===== config.mk =====
export PLATFORM = sky130hd
export DESIGN_NAME = dp_alu
export DESIGN_NICKNAME = d
export VERILOG_FILES = /design/src/rtl/dp_alu_pkg.sv /design/src/rtl/dp_alu_decode.sv /design/src/rtl/dp_alu_adder.sv /design/src/rtl/dp_alu_logic.sv /design/src/rtl/dp_alu.sv
export SDC_FILE = /design/constraint.sdc
export NUM_CORES = 1
export LEC_CHECK = 0
export CAP_MARGIN = 20
export CORE_MARGIN = 2
export CORE_UTILIZATION = 45
export DETAILED_ROUTE_END_ITERATION = 10
export PLACE_DENSITY = 0.8
export SLEW_MARGIN = 25
export SYNTH_ARGS = -nofsm -noshare
export SYNTH_HDL_FRONTEND = slang
export SYNTH_SLANG_ARGS = --single-unit

===== constraint.sdc =====
create_clock -name vclk -period 7.5
set_input_delay 1.5 -clock vclk [all_inputs]
set_output_delay 1.5 -clock vclk [all_outputs]
set_load 0.1 [all_outputs]

===== src/rtl/dp_alu_pkg.sv =====
// Shared opcode, flag-mode and control types for the data-processing unit.
// Assumes a 4-bit opcode space that is fully populated.
package dp_alu_pkg;

    typedef enum logic [3:0] {
        OP_AND = 4'h0, OP_XOR = 4'h1, OP_SUB = 4'h2, OP_RSB = 4'h3,
        OP_ADD = 4'h4, OP_ADC = 4'h5, OP_SBC = 4'h6, OP_RSC = 4'h7,
        OP_TST = 4'h8, OP_TEQ = 4'h9, OP_CMP = 4'hA, OP_CMN = 4'hB,
        OP_OR  = 4'hC, OP_MOV = 4'hD, OP_BIC = 4'hE, OP_MVN = 4'hF
    } alu_op_e;

    // How carry and overflow are produced
    typedef enum logic [1:0] {
        FM_LOGIC = 2'd0,
        FM_ADD   = 2'd1,
        FM_SUB   = 2'd2,
        FM_RSB   = 2'd3
    } flag_mode_e;

    // Function of the logic unit
    typedef enum logic [2:0] {
        LG_AND   = 3'd0,
        LG_XOR   = 3'd1,
        LG_OR    = 3'd2,
        LG_PASS  = 3'd3,
        LG_CLEAR = 3'd4,
        LG_INV   = 3'd5
    } logic_fn_e;

    typedef struct packed {
        flag_mode_e mode;
        logic_fn_e  fn;
        logic       use_carry;   // carry-in is the current C flag
        logic       wr_dest;
    } alu_ctl_t;

endpackage


===== src/rtl/dp_alu_decode.sv =====
// Opcode decoder: maps the 4-bit opcode to a flag mode, a logic function,
// the carry-in source and the destination write-enable.
// Assumes nothing about the operands; it is purely a function of opcode.
module dp_alu_decode
    import dp_alu_pkg::*;
(
    input  logic [3:0] opcode,
    output alu_ctl_t   ctl
);

    // Translate the opcode into control fields
    always_comb begin
        ctl = '{mode: FM_LOGIC, fn: LG_AND, use_carry: 1'b0, wr_dest: 1'b1};
        case (alu_op_e'(opcode))
            OP_AND: ctl.fn = LG_AND;
            OP_XOR: ctl.fn = LG_XOR;
            OP_SUB: ctl.mode = FM_SUB;
            OP_RSB: ctl.mode = FM_RSB;
            OP_ADD: ctl.mode = FM_ADD;
            OP_ADC: begin ctl.mode = FM_ADD; ctl.use_carry = 1'b1; end
            OP_SBC: begin ctl.mode = FM_SUB; ctl.use_carry = 1'b1; end
            OP_RSC: begin ctl.mode = FM_RSB; ctl.use_carry = 1'b1; end
            OP_TST: begin ctl.fn = LG_AND; ctl.wr_dest = 1'b0; end
            OP_TEQ: begin ctl.fn = LG_XOR; ctl.wr_dest = 1'b0; end
            OP_CMP: begin ctl.mode = FM_SUB; ctl.wr_dest = 1'b0; end
            OP_CMN: begin ctl.mode = FM_ADD; ctl.wr_dest = 1'b0; end
            OP_OR:  ctl.fn = LG_OR;
            OP_MOV: ctl.fn = LG_PASS;
            OP_BIC: ctl.fn = LG_CLEAR;
            OP_MVN: ctl.fn = LG_INV;
            default: ctl.fn = LG_AND;
        endcase
    end

    // Guard: the compare and test group never writes the destination
    always_comb begin
        if (opcode[3:2] == 2'b10)
            AST_CMP_NO_WRITE: assert (!ctl.wr_dest);
    end

endmodule


===== src/rtl/dp_alu_adder.sv =====
// Ripple-free behavioural adder: sum = x + y + cin, with the carry out of
// the top bit and the two's-complement overflow of the same add.
// Assumes the caller has already inverted any subtrahend.
module dp_alu_adder #(
    parameter int WIDTH = 32
) (
    input  logic [WIDTH-1:0] x,
    input  logic [WIDTH-1:0] y,
    input  logic             cin,
    output logic [WIDTH-1:0] sum,
    output logic             cout,
    output logic             ovf
);

    localparam int MSB = WIDTH - 1;

    logic [WIDTH:0] wide;

    // Extended-width addition with carry-in
    always_comb begin
        wide = {1'b0, x} + {1'b0, y} + {{WIDTH{1'b0}}, cin};
        sum  = wide[MSB:0];
        cout = wide[WIDTH];
        ovf  = (x[MSB] == y[MSB]) && (wide[MSB] != x[MSB]);
    end

    // Guard: signed overflow only happens when both addends share a sign
    always_comb begin
        if (ovf)
            AST_OVF_SAME_SIGN: assert (x[MSB] == y[MSB]);
    end

endmodule


===== src/rtl/dp_alu_logic.sv =====
// Bitwise logic unit. Each output bit depends only on the matching input
// bits, so the function is built bit by bit in a generate loop.
module dp_alu_logic
    import dp_alu_pkg::*;
#(
    parameter int WIDTH = 32
) (
    input  logic [WIDTH-1:0] a,
    input  logic [WIDTH-1:0] b,
    input  logic_fn_e        fn,
    output logic [WIDTH-1:0] y
);

    for (genvar i = 0; i < WIDTH; i++) begin : g_bit
        // Per-bit function select
        always_comb begin
            case (fn)
                LG_AND:   y[i] = a[i] & b[i];
                LG_XOR:   y[i] = a[i] ^ b[i];
                LG_OR:    y[i] = a[i] | b[i];
                LG_PASS:  y[i] = b[i];
                LG_CLEAR: y[i] = a[i] & ~b[i];
                LG_INV:   y[i] = ~b[i];
                default:  y[i] = a[i] & b[i];
            endcase
        end
    end

endmodule


===== src/rtl/dp_alu.sv =====
// Data-processing unit top. It routes the operands into the adder
// according to the flag mode, selects the adder or logic result, and forms
// the next N, Z, C and V flags. Combinational; assumes op_b and
// shift_carry come from a shifter or rotator upstream.
module dp_alu
    import dp_alu_pkg::*;
#(
    parameter int WIDTH = 32
) (
    input  logic [3:0]       opcode,
    input  logic [WIDTH-1:0] op_a,
    input  logic [WIDTH-1:0] op_b,
    input  logic             shift_carry,
    input  logic             imm_form,
    input  logic             rot_nonzero,
    input  logic             set_flags,
    input  logic             n_in,
    input  logic             z_in,
    input  logic             c_in,
    input  logic             v_in,
    output logic [WIDTH-1:0] result,
    output logic             wr_dest,
    output logic             n_out,
    output logic             z_out,
    output logic             c_out,
    output logic             v_out
);

    localparam int MSB = WIDTH - 1;

    alu_ctl_t         ctl;
    logic [WIDTH-1:0] add_x, add_y, add_sum, lg_res;
    logic             add_cin, add_cout, add_ovf;
    logic             is_arith, lg_carry;

    dp_alu_decode u_decode (
        .opcode (opcode),
        .ctl    (ctl)
    );

    // Operand routing and carry-in for the add, subtract and reverse forms
    always_comb begin
        case (ctl.mode)
            FM_SUB:  begin add_x = op_a; add_y = ~op_b; end
            FM_RSB:  begin add_x = op_b; add_y = ~op_a; end
            default: begin add_x = op_a; add_y = op_b;  end
        endcase
        if (ctl.use_carry)
            add_cin = c_in;
        else
            add_cin = (ctl.mode == FM_SUB) || (ctl.mode == FM_RSB);
    end

    dp_alu_adder #(.WIDTH(WIDTH)) u_adder (
        .x    (add_x),
        .y    (add_y),
        .cin  (add_cin),
        .sum  (add_sum),
        .cout (add_cout),
        .ovf  (add_ovf)
    );

    dp_alu_logic #(.WIDTH(WIDTH)) u_logic (
        .a  (op_a),
        .b  (op_b),
        .fn (ctl.fn),
        .y  (lg_res)
    );

    // Carry source for logical codes: rotator carry unless an unrotated immediate
    always_comb begin
        lg_carry = (imm_form && !rot_nonzero) ? c_in : shift_carry;
    end

    // Result select and flag formation
    always_comb begin
        is_arith = (ctl.mode != FM_LOGIC);
        result   = is_arith ? add_sum : lg_res;
        wr_dest  = ctl.wr_dest;
        if (set_flags) begin
            n_out = result[MSB];
            z_out = (result == '0);
            c_out = is_arith ? add_cout : lg_carry;
            v_out = is_arith ? add_ovf  : v_in;
        end else begin
            n_out = n_in;
            z_out = z_in;
            c_out = c_in;
            v_out = v_in;
        end
    end

    // Guards on the flag outputs at the ports
    always_comb begin
        if (!set_flags)
            AST_FLAGS_HELD: assert ({n_out, z_out, c_out, v_out} == {n_in, z_in, c_in, v_in});
        if (set_flags)
            AST_ZERO_MATCH: assert (z_out == (result == '0));
        if (set_flags && opcode inside {4'h0, 4'h1, 4'h8, 4'h9, 4'hC, 4'hD, 4'hE, 4'hF})
            AST_LOGIC_V_KEPT: assert (v_out == v_in);
        if (set_flags && imm_form && !rot_nonzero && opcode inside {4'h0, 4'h1, 4'h8, 4'h9, 4'hC, 4'hD, 4'hE, 4'hF})
            AST_IMM_C_KEPT: assert (c_out == c_in);
    end

endmodule


# --- Word-level counts from Yosys, hierarchy flattened ---
# Index checks and enable logic that the tools add are counted.
word_totals:
  register_bits: 0
  input_bits: 76
  out_inout_bits: 37
  word_cells: 247
classes:
  addsub: 2
  eq_ne: 24
  n_mux: 47
  n_bitwise: 162
  reduce_logical: 12
op_table:
  columns: ["operator", "count"]
  rows:
  - ["1-bit case mux with 5 select lines", 32]
  - ["1-bit AND", 64]
  - ["32-bit two-way mux", 2]
  - ["32-bit NOT", 2]
  - ["32-bit case mux with 2 select lines", 1]
  - ["32-bit by 32-bit adder with 33-bit output", 1]
  - ["33-bit by 1-bit adder with 33-bit output", 1]
  - ["4-bit == test, second input constant", 8]
  - ["32-bit logical NOT", 1]
  - ["1-bit NOT", 32]
  - ["1-bit OR", 32]
  - ["1-bit bitwise XOR", 32]
  - ["4-bit by 3-bit == test with 1-bit output, second input constant", 4]
  - ["3-bit case mux with 5 select lines", 1]
  - ["1-bit two-way mux", 10]
  - ["3-bit OR reduction", 3]
  - ["4-bit by 2-bit == test with 1-bit output, second input constant", 2]
  - ["3-bit by 2-bit == test with 1-bit output, second input constant", 2]
  - ["3-bit == test, second input constant", 2]
  - ["2-bit case mux with 3 select lines", 1]
  - ["2-bit == test, second input constant", 2]
  - ["4-bit by 1-bit == test with 1-bit output, second input constant", 1]
  - ["2-bit OR reduction", 2]
  - ["4-bit OR reduction", 1]
  - ["other kinds (7)", 8]

# --- Longest topological paths before layout ---
logic_depth:
  depth_word: 11
  ltp_mapped: 20
  ltp_nobuf: 17

# --- Cells and area by module ---
# From an unflattened synthesis, not the netlist that was laid out.
hier_totals:
  cells_unflattened: 933
  hier_area_um2: 6417.4
modules_own_cells:
  columns: ["mod", "instances", "cells_each", "area_each_um2", "seq_area_each_um2"]
  rows:
  - ["dp_alu_logic", 1, 443, 2899.0, 0.0]
  - ["dp_alu", 1, 249, 1757.9, 0.0]
  - ["dp_alu_adder", 1, 228, 1686.6, 0.0]
  - ["dp_alu_decode", 1, 13, 73.8, 0.0]

# --- Worst setup path before layout ---
# No wires, ideal clock.
synth_path:
  path_kind: "input to output"
  start: "input port opcode[1]"
  end: "output port z_out"
  arrival_time_ns: 9.336
  required_time_ns: 6.000
  slack_ns: -3.336
  stages: 16
  n_path_buf: 3
  path_cell_list: "buf_2 -> inv_2 -> or3_1 -> clkbuf_1 -> o21ai_0 -> clkbuf_1 -> o21ai_0 -> fa_1 -> nor2_1 -> a2111oi_0 -> nor4b_1 -> nor4b_1 -> nand4_1 -> nor4_2 -> nand4b_1 -> o32ai_2"
synth_between:
  elab_chain_len: 10
  elab_cells_between_ends: 71
  cone_classes: "2 x add/sub; 21 x eq/ne; 40 x mux; 8 x reduce/logical"
synth_rtl:
  columns: ["item", "line", "rtl"]
  rows:
  - ["start: declaration", "dp_alu.sv:10", "input logic [3:0] opcode,"]
  - ["4-bit by 3-bit == test with 1-bit output (tied with other cells)", "dp_alu_decode.sv:14", "case (alu_op_e'(opcode))"]
  - ["3-bit OR reduction (no line) / 2-bit OR reduction (equally long branches)", null, null]
  - ["2-bit case mux with 3 select lines", "dp_alu_decode.sv:14", null]
  - ["2-bit == test", "dp_alu.sv:43, dp_alu.sv:51", null]
  - ["32-bit case mux with 2 select lines (tied with other cells)", "dp_alu.sv:43", "case (ctl.mode)"]
  - ["32-bit by 32-bit adder with 33-bit output / 1-bit two-way mux (equally long branches)", "dp_alu_adder.sv:21, dp_alu.sv:48", null]
  - ["33-bit by 1-bit adder with 33-bit output", "dp_alu_adder.sv:21", "wide = {1'b0, x} + {1'b0, y} + {{WIDTH{1'b0}}, cin};"]
  - ["32-bit two-way mux *", "dp_alu.sv:78", "result = is_arith ? add_sum : lg_res;"]
  - ["net result[0]", "dp_alu.sv:21", "output logic [WIDTH-1:0] result,"]
  - ["32-bit logical NOT *", "dp_alu.sv:82", "z_out = (result == '0);"]
  - ["1-bit two-way mux *", "dp_alu.sv:80", "if (set_flags) begin"]
  - ["end: declaration", "dp_alu.sv:24", "output logic z_out,"]
# The timed path passes the listed nets; every way through them passes the cells marked *.

# --- Worst setup path after layout ---
layout_path:
  start: "input port op_b[0]"
  end: "output port z_out"
layout_between:
  elab_chain_len: 7
  elab_cells_between_ends: 14
  cone_classes: "2 x add/sub; 5 x mux; 6 x bitwise; 1 x reduce/logical"
layout_rtl:
  columns: ["item", "line", "rtl"]
  rows:
  - ["start: declaration", "dp_alu.sv:12", "input logic [WIDTH-1:0] op_b,"]
  - ["32-bit NOT", "dp_alu.sv:44", "FM_SUB: begin add_x = op_a; add_y = ~op_b; end"]
  - ["32-bit case mux with 2 select lines", "dp_alu.sv:43", null]
  - ["32-bit by 32-bit adder with 33-bit output", "dp_alu_adder.sv:21", null]
  - ["33-bit by 1-bit adder with 33-bit output", "dp_alu_adder.sv:21", null]
  - ["32-bit two-way mux *", "dp_alu.sv:78", null]
  - ["32-bit logical NOT *", "dp_alu.sv:82", null]
  - ["1-bit two-way mux *", "dp_alu.sv:80", null]
# Every way passes the cells marked *; elsewhere a longest branch is shown, timed or not.

==> results_dict.tcl <==
set metrics [dict create \
    netlist_instances 934 \
    required_ns 6.00 \
    worst_pin_slew_ns 0.957 \
    final_hold_viol_count 0 \
    dr.pass1.iters 6 \
    dp.cells 1292 \
    syn-num-nets 1075 \
    crit_type "in -> out" \
    place.port_buffers 113 \
    crit_slowest_cell "or4_4" \
    cp_max_fo 5 \
    row_count 40 \
    avgSynthCellArea_um2 6.01 \
    max-slew-margin-rel 0.360 \
    ctsHoldBuffers 0 \
    hp-start "c_in" \
    nClkBuffers 0 \
    drive_gt1_frac 0.223 \
    gp_congestion 1.00 \
    slew_viol_final 0 \
    setup_viol 0 \
    vias 7971 \
    cp-start-kind "input pin" \
    fin_crit_sh 0.980 \
    synth_cell_types 80 \
    holdPathEnd "c_out" \
    initial_core_util 0.463 \
    finalCriticalPeriod_ns 7.35 \
    die_h_um 116 \
    drt-initial-drc-count 784 \
    ff_latch_area_um2 0 \
    grt_pass1_wl_mm 35.4 \
    grt_max_degree 57 \
    area_delta_synth_final_pct 49.1 \
    antenna_found_initial 0 \
    synth-seq-area-share 0 \
    fp.dieArea_um2 13400 \
    seq_cell_count 0 \
    timing.fmax_mhz 136 \
    pre_cts_ws_ns -0.178 \
    cap_violations 0 \
    io-pin-count 113 \
    final_nets 1274 \
    die_x_um 116 \
    path_cells "clkdlybuf4s50_1 -> inv_2 -> a21oi_2 -> o21ai_2 -> fa_2 -> fa_2 -> a21oi_2 -> nand4b_1 -> a211oi_4 -> o41ai_4 -> buf_4 -> nand2b_1 -> nand4_1 -> or4_4 -> nor4_4 -> nand4b_1 -> o32ai_4 -> buf_12" \
    power.leakage_uw 0.00381 \
    slowest_delay_ns 0.56 \
    core_um2 12100 \
    num_antenna_cells 0 \
    ir_drop_uv 161 \
    total_power_uw 1300 \
    ys_warn_count 0 \
    grt_pass1_vias 7345 \
    endpoint_kind "primary output" \
    stdcell_count 1299 \
    syn_area_um2 5610 \
    status "complete, no violations" \
    worstHoldPathType "in -> out" \
    cp.arrival_ns 5.85 \
    worst_slack_ns 0.149 \
    avgViaCountPerCell 6.14 \
    hpwl_mm 16.8 \
    grt_use_total 0.322 \
    drc 0 \
    drtAntennaViolNets 0 \
    wirelength_mm 22.0 \
    whs_path_depth 4 \
    wl_per_cell_um 17.0 \
    grt-ovfl-total 0 \
    p_per_area_nw_per_um2 155 \
]
cell usage after synthesis (4+ instances only):
library cell    n  share of area
nand4_1        22          0.025
and3_1          4         0.0045
inv_1          75          0.050
or3_1           4         0.0045
nand2b_1        9          0.010
nand3_1        19          0.017
xor2_1          8          0.012
ha_1           63           0.14
a21o_1         13          0.017
mux2i_1         8          0.014
a22oi_1         6         0.0080
buf_2          31          0.028
a21oi_1       122           0.11
a22o_1          4         0.0062
xnor2_1        16          0.025
o221ai_1        5         0.0078
nand4b_1        5         0.0078
a211oi_1       17          0.023
o21ai_1         6         0.0054
nor4b_1         4         0.0062
nand2_1       112          0.075
o21a_1          6         0.0080
nor3_1         12          0.011
a211o_1         5         0.0078
o2111ai_1       4         0.0062
a32oi_1         7          0.011
buf_1          10         0.0067
o211ai_1       14          0.019
nor4_1          5         0.0056
clkbuf_1       34          0.023
mux2_2          4         0.0080
a2111oi_0       4         0.0062
nor2b_1         6         0.0067
a31oi_1        12          0.013
o22ai_1        17          0.019
o21ai_0       104          0.093
nor2_1         71          0.047
routing by layer:
| metal | GRT usage | routed length (um) | vias to the layer above |
|---|---|---|---|
| li1 | - | - | 3841 |
| met1 | 0.422 | 9050 | 3615 |
| met2 | 0.564 | 10200 | 439 |
| met3 | 0.0199 | 1980 | 76 |
| met4 | 0.104 | 851 | 0 |
| met5 | 0 | 0 | - |
cell usage in the layout, fill, tap and decap left out, types with 17 or more instances in the layout:
master and count:
a21oi_1 120, buf_12 38, buf_4 154, clkdlybuf4s50_1 72, ha_1 61, inv_1 74, nand2_1 111, nand3_1 19
nand4_1 22, nor2_1 68, o21ai_0 98, o22ai_1 17
where the power goes:
group	switching, uW	internal [uW]
clock	0	0
sequential	0	0
combinational	760	539
cell type report:
cell class                 instances  area (um^2)
tap                              168          210
multi-input combinational        782         5160
timing repair buffer             272         2700
fill                            1060         3740
inverter                          77          292
what timing repair did:
item / 4_1_cts / 5_1_grt
setup endpoints to repair: 1 / 1
buffers inserted: 3 / 4
pin swaps: 10 / 13
gates resized for setup: 9 / 19
critical path, delay by kind of cell:
family                     cells  cell delay (ns)
AOI/OAI and AO/OA              6             1.11
adders and majority gates      2             0.76
and+or+nand+nor                6             1.43
buffers and inverters          4             1.03
cells by family after synthesis:
family | after synthesis | share of synthesized area
buf+inv | 152 | 0.109
simple gates | 293 | 0.250
xor+xnor | 24 | 0.0374
mux | 12 | 0.0223
compound gates | 388 | 0.434
fa+ha+maj | 65 | 0.148
worst max path at each step:
stage | startpoint | endpoint | slack (ns) | cells after the start
final | op_b[0] | z_out | 0.15 | 18
after global routing | op_b[0] | z_out | -0.02 | 18
after CTS | op_b[0] | z_out | 0.10 | 17
after detailed placement | opcode[3] | z_out | -0.18 | 17
after global placement | opcode[3] | z_out | -0.11 | 17
after floorplan | opcode[1] | z_out | -1.50 | 19
per-stage QoR:
stage | utilization | area, um^2 | hold WS, ns | TNS [ns]
after floorplan | - | 5750 | 3.32 | -1.50
final | 0.691 | 8370 | 3.55 | 0
after detailed placement | 0.680 | 8230 | 3.72 | -0.178
after global placement | 0.680 | 8230 | 3.71 | -0.114
after global routing | 0.691 | 8370 | 3.61 | -0.0160
after CTS | 0.684 | 8290 | 3.73 | 0
Note: power is estimated with default switching activity, not from simulation.
